<file path="src/rtl/fsf_pkg.sv">
package fsf_pkg;
  localparam logic [1:0] SEL_STATUS = 2'd0;
  localparam logic [1:0] SEL_CNT_HI = 2'd1;
  localparam logic [1:0] SEL_CNT_LO = 2'd2;

  localparam int STAT_W = 5;

  typedef struct packed {
    logic push;
    logic pop;
    logic clear;
  } fsfStrobes_t;
endpackage

</file>
<file path="src/rtl/fsf_ctrl.sv">
module fsf_ctrl
  import fsf_pkg::*;
#(
  parameter int DEPTH = 10
) (
  input  logic        clk,
  input  logic        rstN,
  input  logic        fifoEnable,
  input  logic        frameEnd,
  input  logic        rdStrobe,
  input  logic [1:0]  rdSel,
  output fsfStrobes_t strobes,
  output logic        useFifo,
  output logic        avail,
  output logic        ovfFlag
);
  localparam int OCC_W = $clog2(DEPTH + 1);
  localparam logic [OCC_W-1:0] OCC_FULL = OCC_W'(DEPTH);

  logic [OCC_W-1:0] occ;
  logic isFull, isEmpty, hiRead, stRead;

  assign isFull  = (occ == OCC_FULL);
  assign isEmpty = (occ == '0);
  assign hiRead  = rdStrobe && (rdSel == SEL_CNT_HI);
  assign stRead  = rdStrobe && (rdSel == SEL_STATUS);
  assign avail   = fifoEnable && !isEmpty;

  always_comb begin
    strobes.clear = !fifoEnable;
    strobes.push  = fifoEnable && frameEnd && !isFull;
    strobes.pop   = fifoEnable && stRead && useFifo;
  end

  always_ff @(posedge clk or negedge rstN) begin
    if (!rstN) begin
      occ     <= '0;
      useFifo <= 1'b0;
      ovfFlag <= 1'b0;
    end else if (strobes.clear) begin
      occ     <= '0;
      useFifo <= 1'b0;
      ovfFlag <= 1'b0;
    end else begin
      case ({strobes.push, strobes.pop})
        2'b10:   occ <= occ + 1'b1;
        2'b01:   occ <= occ - 1'b1;
        default: occ <= occ;
      endcase
      if (hiRead)      useFifo <= !isEmpty;
      else if (stRead) useFifo <= 1'b0;
      if (frameEnd && isFull) ovfFlag <= 1'b1;
    end
  end

  assert_occ_bound_R3: assert property (@(posedge clk) disable iff (!rstN)
    occ <= OCC_FULL);
  assert_no_pop_empty_R8: assert property (@(posedge clk) disable iff (!rstN)
    isEmpty |-> !strobes.pop);
  assert_single_pop_R9: assert property (@(posedge clk) disable iff (!rstN)
    strobes.pop |=> !strobes.pop);
  assert_ovf_sticky_R10: assert property (@(posedge clk) disable iff (!rstN)
    (fifoEnable && ovfFlag) |=> ovfFlag);
  assert_disable_empties_R11: assert property (@(posedge clk) disable iff (!rstN)
    !fifoEnable |=> (occ == '0) && !ovfFlag);
endmodule

</file>
<file path="src/rtl/fsf_datapath.sv">
module fsf_datapath
  import fsf_pkg::*;
#(
  parameter int DEPTH   = 10,
  parameter int COUNT_W = 14
) (
  input  logic        clk,
  input  logic        rstN,
  input  logic        sdlcMode,
  input  logic        flagSeen,
  input  logic        byteRcvd,
  input  logic [2:0]  liveResidue,
  input  logic        liveOverrun,
  input  logic        liveCrcErr,
  input  fsfStrobes_t strobes,
  input  logic        useFifo,
  input  logic        avail,
  input  logic        ovfFlag,
  input  logic [1:0]  rdSel,
  output logic [7:0]  rdData
);
  localparam int PTR_W   = $clog2(DEPTH);
  localparam int ENTRY_W = COUNT_W + STAT_W;
  localparam int WIDE_W  = 14;
  localparam logic [COUNT_W-1:0] CNT_MAX  = '1;
  localparam logic [PTR_W-1:0]   PTR_LAST = PTR_W'(DEPTH - 1);

  logic [COUNT_W-1:0] byteCount;
  logic [PTR_W-1:0]   headPtr, tailPtr;
  logic [ENTRY_W-1:0] slots [DEPTH];
  logic [ENTRY_W-1:0] headEntry;
  logic [COUNT_W-1:0] headCount;
  logic [STAT_W-1:0]  headStat, liveStat;
  logic [WIDE_W-1:0]  hiCount, loCount;

  function automatic logic [PTR_W-1:0] nextPtr(input logic [PTR_W-1:0] p);
    return (p == PTR_LAST) ? '0 : p + 1'b1;
  endfunction

  always_ff @(posedge clk or negedge rstN) begin
    if (!rstN)                                   byteCount <= '0;
    else if (flagSeen)                           byteCount <= '0;
    else if (byteRcvd && sdlcMode && byteCount != CNT_MAX) byteCount <= byteCount + 1'b1;
  end

  assign liveStat = {liveCrcErr, liveOverrun, liveResidue};

  always_ff @(posedge clk or negedge rstN) begin
    if (!rstN) begin
      headPtr <= '0;
      tailPtr <= '0;
    end else if (strobes.clear) begin
      headPtr <= '0;
      tailPtr <= '0;
    end else begin
      if (strobes.push) tailPtr <= nextPtr(tailPtr);
      if (strobes.pop)  headPtr <= nextPtr(headPtr);
    end
  end

  for (genvar i = 0; i < DEPTH; i++) begin : g_slot
    always_ff @(posedge clk) begin
      if (strobes.push && tailPtr == PTR_W'(i)) slots[i] <= {byteCount, liveStat};
    end
  end

  assign headEntry = slots[headPtr];
  assign headCount = headEntry[ENTRY_W-1:STAT_W];
  assign headStat  = headEntry[STAT_W-1:0];
  assign hiCount   = WIDE_W'(avail   ? headCount : byteCount);
  assign loCount   = WIDE_W'(useFifo ? headCount : byteCount);

  always_comb begin
    case (rdSel)
      SEL_STATUS: rdData = useFifo ? {3'b100, headStat} : {3'b000, liveStat};
      SEL_CNT_HI: rdData = {ovfFlag, avail, hiCount[13:8]};
      SEL_CNT_LO: rdData = loCount[7:0];
      default:    rdData = 8'h00;
    endcase
  end

  assert_flag_clears_R1: assert property (@(posedge clk) disable iff (!rstN)
    flagSeen |=> byteCount == '0);
  assert_count_saturates_R2: assert property (@(posedge clk) disable iff (!rstN)
    (byteCount == CNT_MAX && !flagSeen) |=> byteCount == CNT_MAX);
  assert_count_holds_R2: assert property (@(posedge clk) disable iff (!rstN)
    (!sdlcMode && !flagSeen) |=> $stable(byteCount));
  assert_ptr_range_R12: assert property (@(posedge clk) disable iff (!rstN)
    headPtr <= PTR_LAST && tailPtr <= PTR_LAST);
endmodule

</file>
<file path="src/rtl/frame_status_fifo.sv">
module frame_status_fifo
  import fsf_pkg::*;
#(
  parameter int DEPTH   = 10,
  parameter int COUNT_W = 14
) (
  input  logic       clk,
  input  logic       rstN,
  input  logic       sdlcMode,
  input  logic       fifoEnable,
  input  logic       flagSeen,
  input  logic       byteRcvd,
  input  logic       frameEnd,
  input  logic [2:0] liveResidue,
  input  logic       liveOverrun,
  input  logic       liveCrcErr,
  input  logic       rdStrobe,
  input  logic [1:0] rdSel,
  output logic [7:0] rdData
);
  fsfStrobes_t strobes;
  logic useFifo, avail, ovfFlag;

  fsf_ctrl #(.DEPTH(DEPTH)) u_ctrl (
    .clk, .rstN, .fifoEnable, .frameEnd, .rdStrobe, .rdSel,
    .strobes, .useFifo, .avail, .ovfFlag
  );

  fsf_datapath #(.DEPTH(DEPTH), .COUNT_W(COUNT_W)) u_dp (
    .clk, .rstN, .sdlcMode, .flagSeen, .byteRcvd,
    .liveResidue, .liveOverrun, .liveCrcErr,
    .strobes, .useFifo, .avail, .ovfFlag, .rdSel, .rdData
  );
endmodule

</file>
<file path="config.mk">
export PLATFORM = sky130hd
export DESIGN_NAME = frame_status_fifo
export DESIGN_NICKNAME = d
export VERILOG_FILES = /design/src/rtl/fsf_pkg.sv /design/src/rtl/fsf_ctrl.sv /design/src/rtl/fsf_datapath.sv /design/src/rtl/frame_status_fifo.sv
export SDC_FILE = /design/constraint.sdc
export NUM_CORES = 1
export LEC_CHECK = 0
export BUFFER_PORTS_ARGS = -buffer_cell sky130_fd_sc_hd__buf_4
export CAP_MARGIN = 10
export CORE_ASPECT_RATIO = 0.7
export CORE_MARGIN = 2
export CORE_UTILIZATION = 50
export DETAILED_ROUTE_END_ITERATION = 7
export HOLD_SLACK_MARGIN = 0.02
export PLACE_DENSITY = 0.74
export RECOVER_POWER = 100
export SYNTH_ARGS = -nofsm -noshare
export SYNTH_HDL_FRONTEND = slang
export SYNTH_SLANG_ARGS = --single-unit
</file>
<file path="constraint.sdc">
create_clock -name clk -period 3.3 [get_ports clk]
set_clock_uncertainty 0.1 [all_clocks]
set_input_delay 0.495 -clock clk [delete_from_list [all_inputs] [get_ports clk]]
set_output_delay 0.495 -clock clk [all_outputs]
set_load 0.01 [all_outputs]
</file>
==> flow_metrics.tcl, run 1 <==
set metrics [dict create \
    grt_pass1_vias 5528 \
    antenna_left 0 \
    insertion_delay_ns 0.50 \
    pin_count 23 \
    timing.critical_path.required_ns 2.70 \
    crit_fanout 9 \
    core-area_mm2 0.0181 \
    synth_fp_nets 614 \
    yosysWarnings 0 \
    postLayoutCellArea_mm2 0.0104 \
    status "complete, but fails checks" \
    tns_ns 0 \
    wirelength_um 21300 \
    slowest_delay_ns 0.53 \
    ys_seq_area_frac 0.692 \
    ir_worst_vdd_mv 0.307 \
    clk_pin_slew_ns 0.06 \
    cts_tree "yes" \
    drc 0 \
    place.detailed.hpwl_um 13500 \
    relSlewSlack -0.228 \
    synth_enable_flop_cells 190 \
    numCtsBuffers 21 \
    finalCritPeriodShare 0.959 \
    setup_violations 0 \
    antenna_found_initial 0 \
    die-area_mm2 0.0196 \
    worst_pin_slew_ns 1.84 \
    crit_path_end_kind "output pin" \
    p_leak_nw 3.45 \
    cp-start-kind "register" \
    p_per_area_mw_per_mm2 521 \
    dr.pass1.iters 5 \
    crit_type "reg2out" \
    ys_seq_elements 218 \
    track_usage 0.217 \
    finalPower_mw 5.43 \
    synth.distinct_cells 61 \
    final_max_slew_viol_count 29 \
    rsz0062_at_grt "no" \
    critPathMostFrequentCell "buf_4" \
    die_h_um 118 \
    num_antenna_cells 0 \
    cpMaxStageDelayCell "o41ai_1" \
    cts-root-buf "clkbuf_16" \
    post-route-min-period_ns 3.16 \
    final_nets 666 \
    area_delta_synth_final_pct 12.7 \
    reg2reg_setup_slack_ns 0.20 \
    syn_area_per_cell_um2 15.6 \
    drt-initial-drc-count 791 \
    fmax_ghz 0.316 \
    syn_inst 594 \
    globalplace.congestion 0.870 \
    fp.dieW_um 167 \
    drive_gt1_frac 0.152 \
    crit_chain "o41ai_1 -> buf_4 -> and2b_4 -> o311a_1 -> o21ai_0 -> nand4_1 -> buf_4" \
    htreeDepth 1 \
    reg2regPathDepth 5 \
    port_buffers 22 \
    holdCritPathClass "in2reg" \
    final_cell_mix "190 x edfxtp_1, 56 x mux2i_1, 32 x clkbuf_1" \
    cts.sinks 218 \
    netlist_area_mm2 0.00926 \
    violations "capacitance limit, slew limit" \
    num_rows 41 \
    placed_cell_area_mm2 0.00991 \
    final-hold-violation-count 0 \
    min_delay_path_depth 2 \
    overflow 0 \
    final_common_cell "edfxtp_1" \
    setup_ws_ns 0.135 \
    dr_total_vias 5647 \
    routed_via_density 6.30 \
    place_ws_ns 0.467 \
    grt_first_pass_wirelength_um 32600 \
    start_util 0.513 \
    synthArstFlopShare 0.128 \
    cap_violations 1 \
    grt_start_max_net_pins 31 \
    cp.arrival_ns 2.57 \
    synth_flop_cell "edfxtp_1" \
    clock_path_buffers 3 \
    routedWlPerCell_um 23.8 \
]
==> cells in the mapped netlist, types with 5 or more instances <==
library cell  instances  area share
nor3_1               15      0.0081
nand2_1              26       0.011
nor2_1               30       0.012
a21oi_1              18      0.0097
a22oi_1              19       0.015
mux4_2               18       0.044
o211ai_1             14       0.011
buf_2                15      0.0081
xor2_1               10      0.0095
nand2b_1              5      0.0034
a31oi_1               6      0.0041
dfrtp_1              28       0.076
edfxtp_1            190        0.62
nand3_1              12      0.0065
clkbuf_1             13      0.0053
nor2b_1               7      0.0047
mux2i_1              56       0.061
xnor2_1               5      0.0047
a221oi_1              5      0.0047
mux2_2                8      0.0097
ha_1                  5      0.0068
inv_1                 6      0.0024
o21ai_0              11      0.0059
and2_1                6      0.0041
==> kinds of logic after synthesis <==
logic type,after synthesis,share of synthesized area
DFF,218,0.692
adders and majority gates,5,0.00676
muxes,82,0.114
and+or+nand+nor,128,0.0716
AOI/OAI and AO/OA,106,0.0815
buffers and inverters,40,0.0199
xor gates and xnor gates,15,0.0142
==> stage by stage <==
stage	utilization	cells	hold WS, ns
final	0.578	896	0.168
after global placement	0.549	857	0.356
after CTS	0.584	895	0.150
after floorplan	-	594	0.0994
after detailed placement	0.549	857	0.367
after global routing	0.578	896	0.174
==> what timing repair did <==
item	CTS	global route
setup buffers	0	1
endpoints found under the hold margin	28	0
setup endpoints to repair	2	3
cloned	0	0
hold buffers	1	0
gates resized for setup	1	2
==> flip-flops by register name, indices dropped and copies added (netlist names) <==
register,count
u_ctrl.ovfFlag,1
u_dp.slots,190
u_ctrl.useFifo,1
u_dp.tailPtr,4
u_ctrl.occ,4
u_dp.headPtr,4
u_dp.byteCount,14
==> worst max-delay path, delay by kind of cell, from the launching register on <==
kind	cells	cell delay (ns)
and+or+nand+nor	2	0.41
buffers and inverters	2	0.41
DFF	1	0.48
AOI/OAI and AO/OA	3	0.77
==> final cells by class <==
| type | count | area, um^2 |
|---|---|---|
| Inverter | 7 | 26.3 |
| Clock buffer | 28 | 552 |
| Clock inverter | 9 | 73.8 |
| Fill cell | 1390 | 7620 |
| Tap cell | 236 | 295 |
| Timing Repair Buffer | 62 | 378 |
| Sequential cell | 218 | 6410 |
| Multi-Input combinational cell | 336 | 2700 |
==> layer usage <==
metal | track usage | up-vias | part of all wire
met1 | 0.332 | 2835 | 0.43
met4 | 0.0458 | 0 | 0.016
met3 | 0.0367 | 37 | 0.10
met5 | 0 | - | 0
met2 | 0.332 | 301 | 0.46
li1 | - | 2474 | -
==> final timing paths <==
check                                     from                 to
min in group asynchronous                 rstN      u_ctrl.occ[2]
max in group asynchronous                 rstN    u_dp.headPtr[2]
worst max-delay path             u_ctrl.occ[1]          rdData[2]
worst max register to register   u_ctrl.occ[1]  u_dp.slots[0][13]
worst min register to register  u_ctrl.ovfFlag     u_ctrl.ovfFlag
worst min-delay path                  flagSeen  u_dp.byteCount[8]
==> where the power goes <==
group | internal, mW | switching [mW]
clock network | 1.26 | 0.957
logic | 0.0651 | 0.119
registers | 3.01 | 0.0251
(Power assumes the default switching activity.)
==> run 2: changes to the inputs <==
--- a/config.mk
+++ b/config.mk
@@ -7,12 +7,14 @@
 export LEC_CHECK = 0
 export BUFFER_PORTS_ARGS = -buffer_cell sky130_fd_sc_hd__buf_4
 export CAP_MARGIN = 10
+export CELL_PAD_IN_SITES_DETAIL_PLACEMENT = 2
+export CELL_PAD_IN_SITES_GLOBAL_PLACEMENT = 2
 export CORE_ASPECT_RATIO = 0.7
 export CORE_MARGIN = 2
-export CORE_UTILIZATION = 50
+export CORE_UTILIZATION = 42
 export DETAILED_ROUTE_END_ITERATION = 7
 export HOLD_SLACK_MARGIN = 0.02
-export PLACE_DENSITY = 0.74
+export PLACE_DENSITY = 0.8
 export RECOVER_POWER = 100
 export SYNTH_ARGS = -nofsm -noshare
 export SYNTH_HDL_FRONTEND = slang
==> run 2 against run 1 <==
The run still ends with capacitance limit, slew limit left. Fmax shrank 0.94%. First-iteration DRC count shrank 36%. Global-route usage grew 2.7 points. Worst hold slack gained 0.017 ns. Wire length grew 29%. Sequential share of layout area shrank 1.0 points. Non-clock buffer count shrank 4. Clock power grew 12%. Register-to-register slack lost 0.03 ns. Highest routed layer unchanged.
==> flow_metrics.tcl, run 2 (synthesis results as in run 1) <==
set metrics [dict create \
    ff_latch_area_mm2 0.00641 \
    die-area_mm2 0.0233 \
    multi_input_area_mm2 0.00272 \
    rr_endpoint "u_dp.slots[2][18]" \
    htreeDepth 1 \
    cap_violations 1 \
    status "complete, but fails checks" \
    routedWlPerCell_um 29.1 \
    switchingPower_mw 1.19 \
    slowest_delay_ns 0.54 \
    place_ws_ns 0.436 \
    min_to "u_dp.byteCount[7]" \
    crit_path_end_kind "output pin" \
    routed_via_density 6.03 \
    final_cell_mix "190 x edfxtp_1, 56 x mux2i_1, 27 x buf_4" \
    final_common_cell "edfxtp_1" \
    internal_power_mw 4.53 \
    grt_first_pass_wirelength_um 41800 \
    finalCritPeriodShare 0.968 \
    dr.pass1.iters 5 \
    reg2regPathDepth 5 \
    postLayoutCellArea_mm2 0.0106 \
    finalPower_mw 5.72 \
    switching_share 0.208 \
    relSlewSlack -0.217 \
    num_antenna_cells 0 \
    fp.dieW_um 181 \
    violations "capacitance limit, slew limit" \
    drc 0 \
    post-route-min-period_ns 3.19 \
    cts.sinks 218 \
    clkPwrFrac 0.434 \
    setup_ws_ns 0.105 \
    setup_violations 0 \
    p_comb_frac 0.034 \
    core-area_mm2 0.0217 \
    numCtsBuffers 22 \
    start_util 0.427 \
    pin_count 23 \
    worst_pin_slew_ns 1.83 \
    clock_path_buffers 3 \
    antenna_found_initial 0 \
    wirelength_um 27400 \
    port_buffers 22 \
    largest_reg_flops 190 \
    ir_worst_vdd_mv 0.293 \
    final_max_slew_viol_count 29 \
    clk_pin_slew_ns 0.06 \
    num_rows 45 \
    regToRegStartpoint "u_ctrl.occ[0]" \
    fmax_ghz 0.313 \
    cp.arrival_ns 2.60 \
    antenna_left 0 \
    crit_chain "buf_12 -> mux4_2 -> mux2_2 -> o2111ai_2 -> nand3_1 -> buf_4" \
    overflow 0 \
    reg2reg_setup_slack_ns 0.17 \
    track_usage 0.245 \
    min_delay_path_depth 2 \
    p_per_area_mw_per_mm2 539 \
    seq_power_share 0.532 \
    worstHoldStart "flagSeen" \
    hold_ws_ns 0.184 \
    utilization 0.489 \
    grt_start_max_net_pins 29 \
    place.detailed.hpwl_um 17500 \
    dr_total_vias 5670 \
    die_h_um 128 \
    crit_type "reg2out" \
    cts-root-buf "clkbuf_16" \
    tns_ns 0 \
    crit_fanout 25 \
    insertion_delay_ns 0.51 \
    area_delta_synth_final_pct 14.6 \
    cpMaxStageDelayCell "mux4_2" \
    placed_cell_area_mm2 0.00993 \
    drt-initial-drc-count 503 \
    top_regs "u_dp.slots x190, u_dp.byteCount x14" \
    cts_tree "yes" \
    final_nets 663 \
    globalplace.congestion 0.792 \
    drive_gt1_frac 0.182 \
    final-hold-violation-count 0 \
    place_inst 897 \
    rsz0062_at_grt "no" \
    grt_pass1_vias 6298 \
    cp-start-kind "register" \
    p_leak_nw 3.52 \
    fill_cells 1970 \
    timing.critical_path.required_ns 2.70 \
    holdCritPathClass "in2reg" \
    regMostFlops "u_dp.slots" \
    fin_cells 940 \
]
-- run 2: cell count changes in the layout (fill, tap and decap cells not counted), moves of 3 or more --
cell	previous run	this run
nor2_1	28	25
clkinv_1	6	3
clkinv_2	1	4
clkbuf_1	32	20
clkbuf_2	5	10
-- run 2: worst max-delay path, delay by kind of cell, from the launching register on --
| family | cells | cell delay, ns |
|---|---|---|
| flip-flops | 1 | 0.49 |
| AND/OR/NAND/NOR | 1 | 0.14 |
| AO/OA/AOI/OAI | 1 | 0.18 |
| buffers and inverters | 2 | 0.43 |
| multiplexers | 2 | 0.84 |
-- run 2: what timing repair did --
action / 4_1_cts / 5_1_grt
gates resized for setup: 6 / 6
cloned: 0 / 0
hold endpoints to repair: 28 / 0
hold buffers: 1 / 0
buffers inserted: 3 / 0
setup endpoints to repair: 5 / 4
pin swaps: 0 / 0
-- run 2: metal layers --
metal	GRT usage	up-vias	part of all wire
met2	0.423	189	0.49
met1	0.326	2982	0.43
li1	-	2457	-
met3	0.0389	42	0.055
met4	0.0636	0	0.024
met5	0	-	0
-- run 2: worst max path at each step --
stage                               start          endpoint  slack, ns  cells after the start
after detailed placement         rdSel[1]     u_ctrl.occ[3]       0.44                      9
after floorplan             u_ctrl.occ[1]  u_dp.slots[0][0]      0.008                      6
after global placement           rdSel[1]     u_ctrl.occ[3]       0.53                      9
after global routing      u_dp.headPtr[0]         rdData[5]       0.01                      6
final                     u_dp.headPtr[0]         rdData[5]       0.11                      6
after CTS                 u_dp.headPtr[2]         rdData[1]       0.01                      7
-- run 2: power by group through the flow --
stage	sequential, mW	combinational (mW)	clock, mW
after CTS	3.04	0.203	2.53
final	3.04	0.193	2.48
after global placement	3.09	0.181	0
after detailed placement	3.10	0.198	0
after global routing	3.04	0.211	2.63
after floorplan	3.08	0.107	0
-- run 2: layout make-up --
type	count	area share
Sequential cell	218	0.604
Inverter	7	0.00283
Timing Repair Buffer	58	0.0363
Clock buffer	29	0.0573
Multi-Input combinational cell	336	0.256
Tap cell	282	0.0333
Clock inverter	10	0.00932
==> run 3: changes to the inputs <==
--- a/config.mk
+++ b/config.mk
@@ -16,6 +16,7 @@
 export HOLD_SLACK_MARGIN = 0.02
 export PLACE_DENSITY = 0.8
 export RECOVER_POWER = 100
+export REMOVE_ABC_BUFFERS = 1
 export SYNTH_ARGS = -nofsm -noshare
 export SYNTH_HDL_FRONTEND = slang
 export SYNTH_SLANG_ARGS = --single-unit
==> run 3 against run 2 <==
The flow still finishes with violations (capacitance limit, slew limit). Cell count rose by 0.43%. Clock power fell by 3%. Combinational power barely moved. Non-clock buffer count rose by 3. Sequential share of layout area rose by 0.22 points. Fmax fell by 1.5%. Critical path type unchanged. Largest power group unchanged. Highest routed layer unchanged.
==> flow_metrics.tcl, run 3 (synthesis results as in run 1) <==
set metrics [dict create \
    drt-initial-drc-count 466 \
    holdCritPathClass "in2reg" \
    fp.dieW_um 181 \
    die-area_mm2 0.0233 \
    crit_chain "buf_4 -> mux4_2 -> nor3_1 -> a21oi_1 -> o211ai_1 -> o211ai_1 -> buf_4" \
    num_rows 45 \
    cpMaxStageDelayCell "dfrtp_1" \
    final_cell_mix "190 x edfxtp_1, 56 x mux2i_1, 34 x buf_4" \
    largest_reg_flops 190 \
    cts-root-buf "clkbuf_16" \
    grt_first_pass_wirelength_um 41000 \
    pin_count 23 \
    crit_fanout 18 \
    timing.critical_path.required_ns 2.70 \
    slowest_delay_ns 0.55 \
    rr_endpoint "u_dp.slots[0][14]" \
    routed_via_density 6.03 \
    grt_start_max_net_pins 29 \
    setup_ws_ns 0.0563 \
    drive_gt1_frac 0.183 \
    regMostFlops "u_dp.slots" \
    cts.sinks 218 \
    worst_pin_slew_ns 1.83 \
    globalplace.congestion 0.746 \
    top_regs "u_dp.slots x190, u_dp.byteCount x14" \
    ir_worst_vdd_mv 0.283 \
    reg2reg_setup_slack_ns 0.16 \
    final_common_cell "edfxtp_1" \
    status "complete, but fails checks" \
    wirelength_um 27000 \
    dr_total_vias 5696 \
    relSlewSlack -0.219 \
    track_usage 0.241 \
    cap_violations 1 \
    violations "capacitance limit, slew limit" \
    start_util 0.427 \
    cts_tree "yes" \
    fmax_ghz 0.308 \
    crit_path_end_kind "output pin" \
    reg2regPathDepth 5 \
    multi_input_area_mm2 0.00270 \
    die_h_um 128 \
    fill_cells 1977 \
    final_max_slew_viol_count 29 \
    regToRegStartpoint "u_ctrl.occ[1]" \
    worstHoldStart "flagSeen" \
    p_leak_nw 3.52 \
    dr.pass1.iters 4 \
    rsz0062_at_grt "yes" \
    port_buffers 22 \
    clock_path_buffers 3 \
    min_delay_path_depth 2 \
    antenna_found_initial 0 \
    clk_pin_slew_ns 0.06 \
    htreeDepth 1 \
    min_to "u_dp.byteCount[8]" \
    grt_pass1_vias 6272 \
    insertion_delay_ns 0.52 \
    final_nets 666 \
    area_delta_synth_final_pct 14.2 \
    antenna_left 0 \
    crit_type "reg2out" \
    place.detailed.hpwl_um 17000 \
    utilization 0.488 \
    cp-start-kind "register" \
    routedWlPerCell_um 28.6 \
    post-route-min-period_ns 3.24 \
    numCtsBuffers 22 \
    ff_latch_area_mm2 0.00641 \
    final-hold-violation-count 0 \
    place_ws_ns 0.390 \
    drc 0 \
    cp.arrival_ns 2.65 \
    finalPower_mw 5.64 \
    finalCritPeriodShare 0.983 \
    p_per_area_mw_per_mm2 534 \
    setup_violations 0 \
    core-area_mm2 0.0217 \
    hold_ws_ns 0.176 \
    overflow 0 \
    num_antenna_cells 0 \
]
run 3: where the power goes:
| group | internal [mW] | leakage, nW | switching [mW] |
|---|---|---|---|
| registers | 3.01 | 2.20 | 0.0327 |
| logic | 0.0672 | 0.982 | 0.128 |
| clock network | 1.37 | 0.342 | 1.04 |
| total | 4.45 | 3.52 | 1.20 |
run 3: how the worst max path moves through the flow:
stage               startpoint          endpoint  slack, ns
6_report       u_dp.headPtr[1]         rdData[3]       0.06
5_1_grt        u_dp.headPtr[0]         rdData[3]      -0.02
4_1_cts        u_dp.headPtr[0]         rdData[3]       0.05
3_5_place_dp          rdSel[1]     u_ctrl.occ[3]       0.39
3_3_place_gp          rdSel[1]     u_ctrl.occ[3]       0.56
2_1_floorplan    u_ctrl.occ[1]  u_dp.slots[8][0]      -0.16
run 3: critical path, delay by kind of cell (launching register included):
kind / cells / cell delay [ns]
flops: 1 / 0.55
buf+inv: 2 / 0.54
mux: 1 / 0.38
compound gates: 3 / 0.46
simple gates: 1 / 0.19
run 3: through the flow:
stage / instances / area, um^2 / setup TNS (ns)
2_1_floorplan: 561 / 9100 / -3.15
3_3_place_gp: 899 / 9940 / 0
3_5_place_dp: 899 / 9940 / 0
4_1_cts: 944 / 10700 / 0
5_1_grt: 944 / 10600 / -0.0568
6_report: 944 / 10600 / 0
run 3: layer usage:
metal  up-vias  track usage  wire length [um]
met3        45       0.0313              1250
met5         -            0                 0
met4         0       0.0650               640
li1       2463            -                 -
met1      3047        0.328             11900
met2       141        0.412             13100
run 3: cell type report:
class | count | share of cell area
flip-flops and latches | 218 | 0.607
multi-input cells | 336 | 0.255
clock buffers | 34 | 0.0621
repair buffers | 61 | 0.0374
well taps | 282 | 0.0334
inverters | 7 | 0.00284
clock inverters | 6 | 0.00272
run 3: timing repair:
item                       in CTS  in global routing
hold buffers                    1                  0
pin swaps                       0                  1
buffers inserted                4                  0
hold endpoints to repair       28                  0
setup endpoints to repair       6                  3
gates cloned                    0                  0
resized for setup               4                  2
